==> src/rtl/pport_codec_pkg.sv <==
package pport_codec_pkg;
   // Kind flag carried in the top bit of every event word
   typedef enum logic {
      EVK_DATA = 1'b0,
      EVK_CTRL = 1'b1
   } evt_kind_e;
endpackage

==> src/rtl/pport_glitch_filter.sv <==
module pport_glitch_filter #(
   parameter int W = 8,
   parameter int N = 4
) (
   input  logic         clk,
   input  logic         rst_n,
   input  logic [W-1:0] raw_i,
   output logic [W-1:0] filt_o
);
   localparam int CW = (N > 1) ? $clog2(N) : 1;
   localparam logic [CW-1:0] LAST = CW'(N - 1);

   for (genvar b = 0; b < W; b++) begin : g_bit
      if (N == 1) begin : g_plain
         always_ff @(posedge clk or negedge rst_n) begin
            if (!rst_n) filt_o[b] <= 1'b0;
            else        filt_o[b] <= raw_i[b];
         end
      end else begin : g_count
         logic [CW-1:0] run_q;
         always_ff @(posedge clk or negedge rst_n) begin
            if (!rst_n) begin
               filt_o[b] <= 1'b0;
               run_q     <= '0;
            end else if (raw_i[b] == filt_o[b]) begin
               run_q <= '0;
            end else if (run_q == LAST) begin
               filt_o[b] <= raw_i[b];
               run_q     <= '0;
            end else begin
               run_q <= run_q + 1'b1;
            end
         end
      end
   end
endmodule

==> src/rtl/pport_event_fifo.sv <==
module pport_event_fifo #(
   parameter int W     = 9,
   parameter int DEPTH = 8
) (
   input  logic         clk,
   input  logic         rst_n,
   input  logic         wr_en,
   input  logic [W-1:0] wr_data,
   input  logic         rd_en,
   output logic [W-1:0] rd_data,
   output logic         empty,
   output logic         full
);
   localparam int PW = $clog2(DEPTH);

   logic [W-1:0]  mem [DEPTH];
   logic [PW-1:0] wp_q, rp_q;
   logic [PW:0]   cnt_q;
   logic          do_wr, do_rd;

   assign empty   = (cnt_q == '0);
   assign full    = (cnt_q == (PW+1)'(DEPTH));
   assign do_wr   = wr_en && !full;
   assign do_rd   = rd_en && !empty;
   assign rd_data = mem[rp_q];

   always_ff @(posedge clk) begin
      if (do_wr) mem[wp_q] <= wr_data;
   end

   always_ff @(posedge clk or negedge rst_n) begin
      if (!rst_n) begin
         wp_q  <= '0;
         rp_q  <= '0;
         cnt_q <= '0;
      end else begin
         if (do_wr) wp_q <= wp_q + 1'b1;
         if (do_rd) rp_q <= rp_q + 1'b1;
         cnt_q <= cnt_q + {{PW{1'b0}}, do_wr} - {{PW{1'b0}}, do_rd};
      end
   end
endmodule

==> src/rtl/pport_change_encoder.sv <==
module pport_change_encoder
   import pport_codec_pkg::*;
#(
   parameter int DATA_W = 8,
   parameter int CTRL_W = 4
) (
   input  logic              clk,
   input  logic              rst_n,
   input  logic              en_i,
   input  logic [DATA_W-1:0] data_i,
   input  logic [CTRL_W-1:0] ctrl_i,
   input  logic              full_i,
   output logic              attempt_o,
   output logic              push_o,
   output logic [DATA_W:0]   word_o,
   output logic              ovf_o
);
   logic [DATA_W-1:0] rec_data_q;
   logic [CTRL_W-1:0] rec_ctrl_q;
   logic              ctrl_chg, data_chg;

   assign ctrl_chg  = (ctrl_i != rec_ctrl_q);
   assign data_chg  = (data_i != rec_data_q);
   assign attempt_o = en_i && (ctrl_chg || data_chg);
   assign push_o    = attempt_o && !full_i;

   // Control changes win; a pending data change goes out on a later cycle
   always_comb begin
      word_o = '0;
      if (ctrl_chg) begin
         word_o[DATA_W]       = EVK_CTRL;
         word_o[CTRL_W-1:0]   = ctrl_i;
      end else begin
         word_o[DATA_W]       = EVK_DATA;
         word_o[DATA_W-1:0]   = data_i;
      end
   end

   always_ff @(posedge clk or negedge rst_n) begin
      if (!rst_n) begin
         rec_data_q <= '0;
         rec_ctrl_q <= '0;
         ovf_o      <= 1'b0;
      end else begin
         ovf_o <= attempt_o && full_i;
         if (!en_i) begin
            rec_data_q <= data_i;
            rec_ctrl_q <= ctrl_i;
         end else if (ctrl_chg) begin
            rec_ctrl_q <= ctrl_i;
         end else if (data_chg) begin
            rec_data_q <= data_i;
         end
      end
   end
endmodule

==> src/rtl/pport_line_decoder.sv <==
module pport_line_decoder
   import pport_codec_pkg::*;
#(
   parameter int DATA_W = 8,
   parameter int CTRL_W = 4
) (
   input  logic              clk,
   input  logic              rst_n,
   input  logic              pop_i,
   input  logic [DATA_W:0]   word_i,
   output logic [DATA_W-1:0] data_o,
   output logic [CTRL_W-1:0] ctrl_o
);
   logic            pend_q;
   logic [DATA_W:0] word_q;

   always_ff @(posedge clk or negedge rst_n) begin
      if (!rst_n) begin
         pend_q <= 1'b0;
         word_q <= '0;
         data_o <= '0;
         ctrl_o <= '0;
      end else begin
         pend_q <= pop_i;
         if (pop_i) word_q <= word_i;
         if (pend_q) begin
            if (evt_kind_e'(word_q[DATA_W]) == EVK_CTRL) ctrl_o <= word_q[CTRL_W-1:0];
            else                                         data_o <= word_q[DATA_W-1:0];
         end
      end
   end
endmodule

==> src/rtl/pport_event_codec.sv <==
module pport_event_codec #(
   parameter int DATA_W     = 8,
   parameter int CTRL_W     = 4,
   parameter int FILT_N     = 4,
   parameter int FIFO_DEPTH = 8
) (
   input  logic              clk,
   input  logic              rst_n,
   input  logic              role_tgt_i,
   input  logic [DATA_W-1:0] line_data_i,
   input  logic [CTRL_W-1:0] line_ctrl_i,
   output logic [DATA_W-1:0] line_data_o,
   output logic [CTRL_W-1:0] line_ctrl_o,
   output logic [DATA_W:0]   link_evt_o,
   output logic              link_vld_o,
   input  logic              link_rd_i,
   input  logic [DATA_W:0]   link_evt_i,
   input  logic              link_wr_i,
   output logic              ovf_o
);
   localparam int EVT_W = DATA_W + 1;

   if (CTRL_W < 1 || CTRL_W > DATA_W) begin : g_bad_ctrl_w
      $error("CTRL_W must lie in 1..DATA_W");
   end
   if (FILT_N < 1) begin : g_bad_filt_n
      $error("FILT_N must be at least 1");
   end
   if (FIFO_DEPTH < 2 || (FIFO_DEPTH & (FIFO_DEPTH - 1)) != 0) begin : g_bad_depth
      $error("FIFO_DEPTH must be a power of two, at least 2");
   end

   logic [DATA_W-1:0] filt_data;
   logic [CTRL_W-1:0] filt_ctrl;
   logic              enc_attempt, enc_push, enc_ovf;
   logic [EVT_W-1:0]  enc_word;
   logic              fifo_wr, fifo_rd, fifo_empty, fifo_full;
   logic [EVT_W-1:0]  fifo_wdata, fifo_rdata;
   logic              dec_pop, lnk_ovf_q;

   pport_glitch_filter #(.W(DATA_W), .N(FILT_N)) i_filt_data (
      .clk(clk), .rst_n(rst_n), .raw_i(line_data_i), .filt_o(filt_data)
   );
   pport_glitch_filter #(.W(CTRL_W), .N(FILT_N)) i_filt_ctrl (
      .clk(clk), .rst_n(rst_n), .raw_i(line_ctrl_i), .filt_o(filt_ctrl)
   );

   pport_change_encoder #(.DATA_W(DATA_W), .CTRL_W(CTRL_W)) i_enc (
      .clk(clk), .rst_n(rst_n), .en_i(!role_tgt_i),
      .data_i(filt_data), .ctrl_i(filt_ctrl), .full_i(fifo_full),
      .attempt_o(enc_attempt), .push_o(enc_push), .word_o(enc_word), .ovf_o(enc_ovf)
   );

   // Shared queue: the role picks which side writes and which side reads
   assign fifo_wr    = role_tgt_i ? (link_wr_i && !fifo_full) : enc_push;
   assign fifo_wdata = role_tgt_i ? link_evt_i : enc_word;
   assign dec_pop    = role_tgt_i && !fifo_empty;
   assign fifo_rd    = role_tgt_i ? dec_pop : (link_rd_i && !fifo_empty);

   pport_event_fifo #(.W(EVT_W), .DEPTH(FIFO_DEPTH)) i_fifo (
      .clk(clk), .rst_n(rst_n),
      .wr_en(fifo_wr), .wr_data(fifo_wdata),
      .rd_en(fifo_rd), .rd_data(fifo_rdata),
      .empty(fifo_empty), .full(fifo_full)
   );

   pport_line_decoder #(.DATA_W(DATA_W), .CTRL_W(CTRL_W)) i_dec (
      .clk(clk), .rst_n(rst_n), .pop_i(dec_pop), .word_i(fifo_rdata),
      .data_o(line_data_o), .ctrl_o(line_ctrl_o)
   );

   always_ff @(posedge clk or negedge rst_n) begin
      if (!rst_n) lnk_ovf_q <= 1'b0;
      else        lnk_ovf_q <= role_tgt_i && link_wr_i && fifo_full;
   end

   assign link_evt_o = fifo_rdata;
   assign link_vld_o = !role_tgt_i && !fifo_empty;
   assign ovf_o      = enc_ovf || lnk_ovf_q;
endmodule

==> config.mk <==
export PLATFORM = sky130hd
export DESIGN_NAME = pport_event_codec
export DESIGN_NICKNAME = d
export VERILOG_FILES = /design/src/rtl/pport_codec_pkg.sv /design/src/rtl/pport_glitch_filter.sv /design/src/rtl/pport_event_fifo.sv /design/src/rtl/pport_change_encoder.sv /design/src/rtl/pport_line_decoder.sv /design/src/rtl/pport_event_codec.sv
export SDC_FILE = /design/constraint.sdc
export NUM_CORES = 1
export LEC_CHECK = 0
export ABC_AREA = 1
export BUFFER_PORTS_ARGS = -buffer_cell sky130_fd_sc_hd__buf_2
export CELL_PAD_IN_SITES_DETAIL_PLACEMENT = 1
export CELL_PAD_IN_SITES_GLOBAL_PLACEMENT = 1
export CORE_UTILIZATION = 47
export CTS_CLUSTER_SIZE = 40
export DETAILED_ROUTE_END_ITERATION = 10
export PLACE_DENSITY = 0.85
export SYNTH_ARGS = -nofsm -noshare
export SYNTH_HDL_FRONTEND = slang
export SYNTH_SLANG_ARGS = --single-unit
==> constraint.sdc <==
create_clock -name clk -period 2.4 [get_ports clk]
set_clock_uncertainty 0.05 [all_clocks]
set_input_delay 0.48 -clock clk [delete_from_list [all_inputs] [get_ports clk]]
set_output_delay 0.48 -clock clk [all_outputs]
set_load 0.01 [all_outputs]
==> impl_metrics.toml <==
[clock_network]
clockRootBuffer = "sky130_fd_sc_hd__clkbuf_16"
clk_transition_reported_paths_ns = 0.06
clkSinkCount = 154
cts_buffer_count = 17
cts_max_path_buffers = 2
cts-hold-fix-buffers = 0
cts_tree = "built"
worst_skew_late_latency_ns = 0.43
ctsHtreeMaxLevel = 4

[drt]
route.antenna.remaining_nets = 0
vias_per_cell = 5.31
drt_pass1_iterations = 4
route.vias.total = 4798
drt_first_iter_violations = 272
routed_wl_um = 17400
route.detailed.drc = 0
avgRoutedWirePerCell_um = 19.2

[power]
fraction_of_power_consumed_by_combinational_cells = 0.396
power_density_nw_per_um2 = 1480
netSwitchingFraction = 0.377
share_of_power_burned_in_the_clock_network = 0.242
power.static_leakage_nw = 3.57
irDropWorstVdd_uv = 650
seqPwrFrac = 0.362
total_switching_power_mw = 4.50
power_report.internal_total_mw = 7.43

[status]
violated_checks = "negative hold slack"
status = "complete, but fails checks"

[final_layout]
final_cell_area_um2 = 8070
n_antenna_cell = 0
design.final.nets = 761
final_core_utilization = 0.602
layout-drive-gt1-share = 0.227
syn_to_layout_area_delta_pct = 23.2

[sta]
relSlewSlack = 0.351
timing_max_transition_violations_final = 0
timing.final.crit_period_ns = 2.38
worst-slew-pin-transition_ns = 0.970
layout_worst_path_cycle_share = 0.991
whs_ns = -0.00427
setup-tns-final_ns = 0
rsz_0062_raised_after_global_routing = "yes"
endpoints_failing_hold = 5
setup_violations = 0
fmaxAchievable_ghz = 0.420

[synth]
netlist.area_leader.share = 0.330
yosysUniqueCellTypes = 33
post_synth_main_area_contributors = "sky130_fd_sc_hd__edfxtp_1, sky130_fd_sc_hd__dfrtp_1, sky130_fd_sc_hd__nand2_1, sky130_fd_sc_hd__o21ai_0, sky130_fd_sc_hd__nor2_1"
post_synth_instance_area_um2 = 6550
synth_nets = 675
synth_sequential_area_ratio = 0.643
synth.yosys.warnings = 0
synth.ff_latch_count = 154
synth_largest_area_cell = "sky130_fd_sc_hd__edfxtp_1"
number_of_cells_produced_by_synthesis = 628
synthesis.area_per_instance_um2 = 10.4

[grt]
grt_util_all_layers = 0.252
grt_antenna_before_repair = 1
gr-total-overflow = 0
grt_pass1_wl_um = 27100
maximum_number_of_pins_on_one_net_before_global_route_repair = 46
first_global_vias = 5249

[place]
buffer_ports.inserted = 48
detailedPlacementHpwl_um = 10900
gpl.final_weighted_congestion = 0.789
place_area_um2 = 7060

[setup_path]
critPathKind = "reg -> out"
critical_path_arrival_ns = 1.85
max_fanout_on_critical_path = 6
crit_path_top_delay_cell = "sky130_fd_sc_hd__dfrtp_2"
worst-path-stages = 9
nature_of_the_critical_path_endpoint = "output port"
crit_path_max_incr_delay_ns = 0.41
worstPathBufferInverterCount = 3
cp_cell_sequence = "buf_12 > clkbuf_16 > nor2_4 > nor2_1 > o21ai_1 > o21ai_1 > nand2_1 > nand2_2 > buf_6"
critical_path.most_common_cell = "sky130_fd_sc_hd__o21ai_1"
worst_ep_required_time_ns = 1.87
rr_worst_depth = 9
critical_path.startpoint_type = "flop"
cpLargestDelayFamily = "buffers and inverters"

[die]
start_util = 0.489
die-area_um2 = 14400
height_of_the_die_um = 120
chipWidth_um = 120
rows = 42
coreArea_um2 = 13400
top_level_ports = 49

[run]
max_cap_viol_count = 0

[min_path]
worstHoldPathType = "in -> async"
[sequential cells by signal, indices dropped and copies added (netlist names), 8 cells and up]
name and cells:
i_fifo.mem 72, i_filt_data.g_bit.g_count.run_q 16, i_dec.word_q 9, i_dec.data_o 8
i_enc.rec_data_q 8, i_filt_ctrl.g_bit.g_count.run_q 8, i_filt_data.filt_o 8
[layout by cell type, fill, tap and decap left out, types with 2 or more instances in the layout]
cell                          n
sky130_fd_sc_hd__o21ai_2      2
sky130_fd_sc_hd__nor2_2      12
sky130_fd_sc_hd__o21ai_1     42
sky130_fd_sc_hd__xnor2_1     13
sky130_fd_sc_hd__xor2_1       4
sky130_fd_sc_hd__bufinv_16    5
sky130_fd_sc_hd__o21ai_0     56
sky130_fd_sc_hd__inv_2        3
sky130_fd_sc_hd__nand3_4      2
sky130_fd_sc_hd__nor3_1      13
sky130_fd_sc_hd__nand3_1      9
sky130_fd_sc_hd__nand2_2     13
sky130_fd_sc_hd__buf_2       43
sky130_fd_sc_hd__clkinv_2     7
sky130_fd_sc_hd__dfrtp_1     80
sky130_fd_sc_hd__o211ai_1     4
sky130_fd_sc_hd__buf_6        5
sky130_fd_sc_hd__nand4_1      4
sky130_fd_sc_hd__clkbuf_16   18
sky130_fd_sc_hd__buf_4       34
sky130_fd_sc_hd__inv_1       55
sky130_fd_sc_hd__dfrtp_2      2
sky130_fd_sc_hd__ha_1        20
sky130_fd_sc_hd__buf_12       4
sky130_fd_sc_hd__clkinv_1     2
sky130_fd_sc_hd__nand2_1    118
sky130_fd_sc_hd__edfxtp_1    72
sky130_fd_sc_hd__nor2_4       8
sky130_fd_sc_hd__nor2_1      65
[worst paths after layout]
| check | start | slack, ns | end |
|---|---|---|---|
| max | i_fifo.rp_q[0]$_DFFE_PN0P_ | 0.02 | link_evt_o[4] |
| min | rst_n | -0.004 | i_dec.data_o[7]$_DFFE_PN0P_ |
| max reg2reg | i_filt_data.filt_o[5]$_DFFE_PN0P_ | 0.03 | i_fifo.mem[7][7]$_DFFE_PP_ |
| min reg2reg | i_filt_data.g_bit[7].g_count.run_q[0]$_DFF_PN0_ | 0.39 | i_filt_data.g_bit[7].g_count.run_q[0]$_DFF_PN0_ |
| max in group asynchronous | rst_n | 1.61 | i_enc.rec_ctrl_q[0]$_DFFE_PN0P_ |
| min in group clk | line_ctrl_i[1] | 0.24 | i_filt_ctrl.filt_o[1]$_DFFE_PN0P_ |
[worst reg2reg max path: stages, from the launching register on]
cell	delay (ns)
sky130_fd_sc_hd__dfrtp_1	0.41
sky130_fd_sc_hd__inv_1	0.12
sky130_fd_sc_hd__nand2_1	0.10
sky130_fd_sc_hd__nand2_1	0.10
sky130_fd_sc_hd__nor2_1	0.07
sky130_fd_sc_hd__nand2_2	0.11
sky130_fd_sc_hd__nor2_4	0.05
sky130_fd_sc_hd__nand3_4	0.08
sky130_fd_sc_hd__nand3_4	0.13
sky130_fd_sc_hd__nor2_1	0.76
[Yosys cell counts]
master                     number
sky130_fd_sc_hd__clkbuf_1      12
sky130_fd_sc_hd__clkinv_1       1
sky130_fd_sc_hd__xor2_1         4
sky130_fd_sc_hd__or2_2          1
sky130_fd_sc_hd__a21oi_1        1
sky130_fd_sc_hd__nor2_1        81
sky130_fd_sc_hd__o21a_1         1
sky130_fd_sc_hd__ha_1          20
sky130_fd_sc_hd__a211oi_1       1
sky130_fd_sc_hd__buf_4          1
sky130_fd_sc_hd__edfxtp_1      72
sky130_fd_sc_hd__o21ai_0       85
sky130_fd_sc_hd__dfrtp_1       82
sky130_fd_sc_hd__buf_2          6
sky130_fd_sc_hd__buf_1          1
sky130_fd_sc_hd__nor2_2         2
sky130_fd_sc_hd__o21ai_1       13
sky130_fd_sc_hd__nand3_2        2
sky130_fd_sc_hd__o211ai_1       4
sky130_fd_sc_hd__nor3_1        13
sky130_fd_sc_hd__inv_2          4
sky130_fd_sc_hd__inv_1         55
sky130_fd_sc_hd__nand2_1      128
sky130_fd_sc_hd__nand4_1        4
sky130_fd_sc_hd__fa_1           1
sky130_fd_sc_hd__nor2_4         2
sky130_fd_sc_hd__nand3b_1       1
sky130_fd_sc_hd__nand2_2        3
sky130_fd_sc_hd__a21oi_4        1
sky130_fd_sc_hd__buf_6          2
sky130_fd_sc_hd__o21ai_2        2
sky130_fd_sc_hd__xnor2_1       13
sky130_fd_sc_hd__nand3_1        9
[stage by stage]
step	worst slack, ns	instances	power [mW]
after floorplan	0.255	628	6.74
after global placement	0.109	849	7.75
after detailed placement	-0.122	849	8.16
after CTS	-0.0430	887	11.3
after global routing	-0.0892	903	12.7
final	0.0217	903	11.9
[cell type report]
| type | count | area (µm²) |
|---|---|---|
| inverter | 60 | 233 |
| multi-input combinational | 392 | 2110 |
| clock inverter | 15 | 205 |
| sequential | 154 | 4220 |
| fill | 1427 | 5330 |
| timing repair buffer | 88 | 647 |
| timing repair inverter | 1 | 8.76 |
| clock buffer | 17 | 425 |
| tap | 176 | 220 |
[cells by family (layout without fill, tap and decap cells)]
| family | count (synthesis) | in the layout | synth area share |
|---|---|---|---|
| AO/OA/AOI/OAI | 108 | 108 | 0.0877 |
| buffers and inverters | 82 | 181 | 0.0510 |
| flip-flops | 154 | 154 | 0.643 |
| AND/OR/NAND/NOR | 246 | 246 | 0.154 |
| adder cells (fa/ha/maj) | 21 | 21 | 0.0413 |
| XOR/XNOR | 17 | 17 | 0.0227 |
[routing by layer]
layer | GRT usage | up-vias | wire length (µm)
li1 | - | 2236 | -
met1 | 0.283 | 2408 | 6630
met2 | 0.454 | 115 | 9530
met3 | 0.0532 | 39 | 738
met4 | 0.120 | 0 | 469
met5 | 0 | - | 0
[power by group through the flow]
stage | registers, mW | clock network, mW | logic [mW]
2_1_floorplan | 4.21 | 0 | 2.53
3_3_place_gp | 4.24 | 0 | 3.51
3_5_place_dp | 4.32 | 0 | 3.84
4_1_cts | 4.32 | 2.92 | 4.11
5_1_grt | 4.41 | 3.01 | 5.26
6_report | 4.32 | 2.89 | 4.72
[what timing repair did]
item	4_1_cts	5_1_grt
setup buffers	5	14
pin swaps	1	18
setup endpoints to repair	81	104
gates cloned	1	3
resized for setup	16	66
Power figures use the tool's default switching activity.
